File: config.mk
export PLATFORM = sky130hd
export DESIGN_NAME = npc_branch_unit
export DESIGN_NICKNAME = d
export VERILOG_FILES = /design/src/rtl/npc_pkg.sv /design/src/rtl/npc_decode.sv /design/src/rtl/npc_cond.sv /design/src/rtl/npc_target.sv /design/src/rtl/npc_branch_unit.sv
export SDC_FILE = /design/constraint.sdc
export NUM_CORES = 1
export LEC_CHECK = 0
export BUFFER_PORTS_ARGS = -buffer_cell sky130_fd_sc_hd__buf_2
export CAP_MARGIN = 20
export CORE_ASPECT_RATIO = 0.75
export CORE_MARGIN = 2
export CORE_UTILIZATION = 52
export DETAILED_ROUTE_END_ITERATION = 7
export MAX_ROUTING_LAYER = met4
export PLACE_DENSITY = 0.94
export SETUP_SLACK_MARGIN = 0.1
export SLEW_MARGIN = 30
export SYNTH_ARGS = -nofsm -noshare
export SYNTH_HDL_FRONTEND = slang
export SYNTH_SLANG_ARGS = --single-unit
File: constraint.sdc
create_clock -name vclk -period 10.4
set_input_delay 1.04 -clock vclk [all_inputs]
set_output_delay 1.04 -clock vclk [all_outputs]
set_load 0.05 [all_outputs]
File: src/rtl/npc_pkg.sv
package npc_pkg;

   localparam logic [5:0] OP_SPECIAL = 6'h00;
   localparam logic [5:0] OP_REGIMM  = 6'h01;
   localparam logic [5:0] OP_JUMP    = 6'h02;
   localparam logic [5:0] OP_CALL    = 6'h03;
   localparam logic [5:0] OP_BR_EQ   = 6'h04;
   localparam logic [5:0] OP_BR_NE   = 6'h05;
   localparam logic [5:0] OP_BR_LEZ  = 6'h06;
   localparam logic [5:0] OP_BR_GTZ  = 6'h07;
   localparam logic [5:0] FN_REG_JMP = 6'h08;
   localparam logic [4:0] SUB_LTZ    = 5'h00;
   localparam logic [4:0] SUB_GEZ    = 5'h01;

   typedef enum logic [1:0] {
      K_SEQ    = 2'd0,
      K_JUMP   = 2'd1,
      K_JREG   = 2'd2,
      K_BRANCH = 2'd3
   } flow_kind_e;

   typedef enum logic [2:0] {
      C_NONE = 3'd0,
      C_EQ   = 3'd1,
      C_NE   = 3'd2,
      C_LTZ  = 3'd3,
      C_GEZ  = 3'd4,
      C_LEZ  = 3'd5,
      C_GTZ  = 3'd6
   } cond_e;

   typedef struct packed {
      flow_kind_e kind;
      cond_e      cond;
      logic       link;
   } flow_dec_t;

endpackage

File: src/rtl/npc_decode.sv
module npc_decode
   import npc_pkg::*;
#(
   parameter int OP_W  = 6,
   parameter int FN_W  = 6,
   parameter int SUB_W = 5
) (
   input  logic [OP_W-1:0]  op_i,
   input  logic [FN_W-1:0]  funct_i,
   input  logic [SUB_W-1:0] subop_i,
   output flow_dec_t        dec_o
);

   if (OP_W != 6 || FN_W != 6 || SUB_W != 5) begin : g_bad_fields
      $error("npc_decode: field widths must be 6/6/5");
   end

   always_comb begin
      dec_o.kind = K_SEQ;
      dec_o.cond = C_NONE;
      dec_o.link = 1'b0;
      unique case (op_i)
         OP_SPECIAL: begin
            if (funct_i == FN_REG_JMP) dec_o.kind = K_JREG;
         end
         OP_REGIMM: begin
            if (subop_i == SUB_LTZ) begin
               dec_o.kind = K_BRANCH;
               dec_o.cond = C_LTZ;
            end else if (subop_i == SUB_GEZ) begin
               dec_o.kind = K_BRANCH;
               dec_o.cond = C_GEZ;
            end
         end
         OP_JUMP: dec_o.kind = K_JUMP;
         OP_CALL: begin
            dec_o.kind = K_JUMP;
            dec_o.link = 1'b1;
         end
         OP_BR_EQ: begin
            dec_o.kind = K_BRANCH;
            dec_o.cond = C_EQ;
         end
         OP_BR_NE: begin
            dec_o.kind = K_BRANCH;
            dec_o.cond = C_NE;
         end
         OP_BR_LEZ: begin
            dec_o.kind = K_BRANCH;
            dec_o.cond = C_LEZ;
         end
         OP_BR_GTZ: begin
            dec_o.kind = K_BRANCH;
            dec_o.cond = C_GTZ;
         end
         default: ;
      endcase
   end

endmodule

File: src/rtl/npc_cond.sv
module npc_cond
   import npc_pkg::*;
#(
   parameter int XLEN           = 32,
   parameter bit ZERO_BY_REDUCE = 1'b1
) (
   input  cond_e            cond_i,
   input  logic [XLEN-1:0]  a_i,
   input  logic [XLEN-1:0]  b_i,
   output logic             take_o
);

   logic is_zero;
   logic is_neg;

   assign is_neg = a_i[XLEN-1];

   if (ZERO_BY_REDUCE) begin : g_zero_reduce
      assign is_zero = ~|a_i;
   end else begin : g_zero_compare
      assign is_zero = (a_i == '0);
   end

   always_comb begin
      unique case (cond_i)
         C_EQ:    take_o = (a_i == b_i);
         C_NE:    take_o = (a_i != b_i);
         C_LTZ:   take_o = is_neg;
         C_GEZ:   take_o = ~is_neg;
         C_LEZ:   take_o = is_neg | is_zero;
         C_GTZ:   take_o = ~is_neg & ~is_zero;
         default: take_o = 1'b0;
      endcase
   end

endmodule

File: src/rtl/npc_target.sv
module npc_target #(
   parameter int XLEN  = 32,
   parameter int OFF_W = 16,
   parameter int TGT_W = 26,
   parameter int STEP  = 4
) (
   input  logic [XLEN-1:0]  pc_i,
   input  logic [OFF_W-1:0] off_i,
   input  logic [TGT_W-1:0] tgt_i,
   output logic [XLEN-1:0]  seq_o,
   output logic [XLEN-1:0]  br_o,
   output logic [XLEN-1:0]  jmp_o,
   output logic [XLEN-1:0]  link_o
);

   localparam int HI_W  = XLEN - TGT_W - 2;
   localparam int EXT_W = XLEN - OFF_W - 2;

   if (HI_W < 1 || EXT_W < 0) begin : g_bad_width
      $error("npc_target: XLEN too small for the field widths");
   end

   logic [XLEN-1:0] off_scaled;

   assign seq_o      = pc_i + XLEN'(STEP);
   assign link_o     = pc_i + XLEN'(2 * STEP);
   assign off_scaled = {{EXT_W{off_i[OFF_W-1]}}, off_i, 2'b00};
   assign br_o       = seq_o + off_scaled;
   assign jmp_o      = {seq_o[XLEN-1 -: HI_W], tgt_i, 2'b00};

endmodule

File: src/rtl/npc_branch_unit.sv
module npc_branch_unit
   import npc_pkg::*;
#(
   parameter int XLEN           = 32,
   parameter int OP_W           = 6,
   parameter int FN_W           = 6,
   parameter int REG_IDX_W      = 5,
   parameter int OFF_W          = 16,
   parameter int TGT_W          = 26,
   parameter int LINK_REG       = 31,
   parameter bit ZERO_BY_REDUCE = 1'b1
) (
   input  logic [XLEN-1:0]        pc_i,
   input  logic [OP_W+TGT_W-1:0]  instr_i,
   input  logic [XLEN-1:0]        rs_val_i,
   input  logic [XLEN-1:0]        rt_val_i,
   output logic [XLEN-1:0]        next_pc_o,
   output logic                   link_we_o,
   output logic [REG_IDX_W-1:0]   link_idx_o,
   output logic [XLEN-1:0]        link_val_o
);

   localparam int INSTR_W = OP_W + TGT_W;

   if (INSTR_W != 32 || XLEN != 32) begin : g_bad_word
      $error("npc_branch_unit: instruction and data words must be 32 bits");
   end
   if (OFF_W + 2 * REG_IDX_W != TGT_W) begin : g_bad_layout
      $error("npc_branch_unit: offset and register fields must fill the target field");
   end
   if (LINK_REG >= (1 << REG_IDX_W)) begin : g_bad_link
      $error("npc_branch_unit: link register index out of range");
   end

   flow_dec_t       dec;
   logic            take;
   logic [XLEN-1:0] seq_pc, br_pc, jmp_pc;

   npc_decode #(
      .OP_W  (OP_W),
      .FN_W  (FN_W),
      .SUB_W (REG_IDX_W)
   ) u_decode (
      .op_i    (instr_i[INSTR_W-1 -: OP_W]),
      .funct_i (instr_i[FN_W-1:0]),
      .subop_i (instr_i[OFF_W +: REG_IDX_W]),
      .dec_o   (dec)
   );

   npc_cond #(
      .XLEN           (XLEN),
      .ZERO_BY_REDUCE (ZERO_BY_REDUCE)
   ) u_cond (
      .cond_i (dec.cond),
      .a_i    (rs_val_i),
      .b_i    (rt_val_i),
      .take_o (take)
   );

   npc_target #(
      .XLEN  (XLEN),
      .OFF_W (OFF_W),
      .TGT_W (TGT_W),
      .STEP  (4)
   ) u_target (
      .pc_i   (pc_i),
      .off_i  (instr_i[OFF_W-1:0]),
      .tgt_i  (instr_i[TGT_W-1:0]),
      .seq_o  (seq_pc),
      .br_o   (br_pc),
      .jmp_o  (jmp_pc),
      .link_o (link_val_o)
   );

   always_comb begin
      unique case (dec.kind)
         K_JUMP:   next_pc_o = jmp_pc;
         K_JREG:   next_pc_o = rs_val_i;
         K_BRANCH: next_pc_o = take ? br_pc : seq_pc;
         default:  next_pc_o = seq_pc;
      endcase
   end

   assign link_we_o  = dec.link;
   assign link_idx_o = REG_IDX_W'(LINK_REG);

endmodule

==> metrics.txt <==
Yosys Warn Count=0; Crit Path Class=primary input to primary output; area grow syn2layout=25.4%; Critical Path AT=5.30 ns; share of layout cells above drive strength 1=0.281; first-pass GRT wire length=24500 um; largest net degree at the start of global routing=33; Crit Path Max Fanout=13; final slew viol count=0; Setup Buffers After CTS=0; Max Freq=0.158 GHz; number of gates resized after cts=0; Final ANT Viol Nets=0; crit start category=primary input; FF+latch count=0; RSZ-0062 raised after global routing=no; crit end category=primary output; Ports=198; DIE AREA=about 8000 um2; min-delay src=pc_i[1]; Setup violations, final=0; dpl cell area=roughly 4800 um2; crit path launch=pc_i[2]; cell area after layout=4820 um2; register area=0 um2; FP Rows=27; Post-CTS Hold Buffers=0; LEAKAGE=2.28 nW; 1st-pass router iterations=7; top cell type's share of synthesized area=0.148; # fillers=661; Final Cycle Share=0.609; Final nets=913; I/O Buffers=slightly below 200; hold crit path type=primary input to primary output; post-synth top area cell=xor2_1; Unique masters post-synth=62; n_diodes=0; initial antenna violation count=0; Placeable Area=7260 um2; Initial Util=0.529; DPL Wire Length=13200 um; Avg WL per Cell=19.0 um; Setup TNS=0 ns; detailed-route vias per instance=approximately 6.3; mapped cell area=about 3800 um2; Commonest cells post-synth=68 x nand2_1, 65 x xor2_1, 46 x xnor2_1, 45 x nor2_1, 41 x o21ai_0; First DRT Iteration DRCs=499; Die W=103 um; Fin. Hold Viols=0; synth top area cells=xor2_1 15%, ha_1 11%, xnor2_1 10%, nand2_1 6.6%, o21ai_0 5.3%; syn_area_per_cell=6.64 um2; GR Overflow Total=0; drt drc=0; via count=approximately 5400; drt total wl=16100 um; cells after synthesis=579; worst slew pin tran=0.793 ns; max cap viols=0; relative slew slack=0.470; vias in the first global route=around 4700; GPL Wtd Cong=1.06; height of the die=between 70 and 80 um; multi-input logic area=~3600 um2; sequential area share after synthesis=0; maximum vdd drop=0.0000351 V; min cycle time layout=6.34 ns; most frequent cell after synthesis=nand2_1; outcome=complete, no violations; PD cells=around 61 nW/um2; clkbuf count=0; Total GRT Usage=0.392; WP data required=9.36 ns
==> layout make-up <==
cell class | instances | share of cell area
multi-input combinational | 537 | 0.756
timing repair buffer | 197 | 0.207
inverter | 14 | 0.0109
tap | 101 | 0.0262
==> per-layer routing <==
metal	GRT usage	routed length, um	vias to the layer above
met5	-	0	-
met4	0.100	503	0
met3	0.0712	2070	57
met2	0.584	6850	421
met1	0.544	6720	2449
li1	-	-	2452
==> logic make-up (layout without fill, tap and decap cells) <==
kind of cell               count (synthesis)  in the layout  synth area share
AOI/OAI and AO/OA                        160            160             0.271
xor gates and xnor gates                 112            112             0.257
adders and majority gates                 35             35             0.116
buffers and inverters                     46            211            0.0563
muxes                                      5              5            0.0137
other                                      1              5          0.000976
and+or+nand+nor                          220            220             0.285
==> metrics by stage <==
stage	total power, mW	setup WS (ns)	util	hold slack [ns]	instances
after global routing	0.312	3.71	0.664	2.40	849
after CTS	0.287	4.07	0.664	2.39	849
after global placement	0.282	4.24	0.663	2.39	849
final	0.294	4.06	0.664	2.39	849
after detailed placement	0.286	4.08	0.664	2.39	849
after floorplan	0.199	4.25	-	2.25	583
==> worst max-delay path, cell delays in order <==
cell      delay (ns)
buf_2           0.24
ha_1            0.23
nand3_1         0.12
nor2_1          0.27
nand4_1         0.28
nor2_1          0.36
xor2_1          0.24
ha_1            0.31
a21oi_1         0.20
o21ai_0         0.15
a211oi_1        0.24
o21ai_1         0.14
a31o_2          0.31
a41o_1          0.25
or3_1           0.35
nand3_1         0.11
xnor2_1         0.07
o21ai_1         0.11
buf_2           0.27
==> path summary, 6_finish.rpt <==
path | to | slack [ns] | cells past startpoint
min | link_val_o[1] | 2.39 | 2
max | next_pc_o[31] | 4.06 | 19
==> where the power goes <==
group / leakage [nW] / switching (mW) / internal, mW
sequential: 0 / 0 / 0
clock: 0 / 0 / 0
combinational: 2.28 / 0.197 / 0.0975
total: 2.28 / 0.197 / 0.0975
==> layout by cell type (no fill, tap or decap), types with 9 or more instances in the layout <==
master,count
a31oi_1,9
nand2_1,68
a21oi_1,37
a22o_1,10
a21o_1,12
buf_2,193
ha_1,34
nand3_1,22
nor2_1,44
inv_1,14
nand4_1,18
xor2_1,65
o21ai_0,41
nor4_1,17
xnor2_1,46
and3_1,9
(Power assumes the default switching activity.)
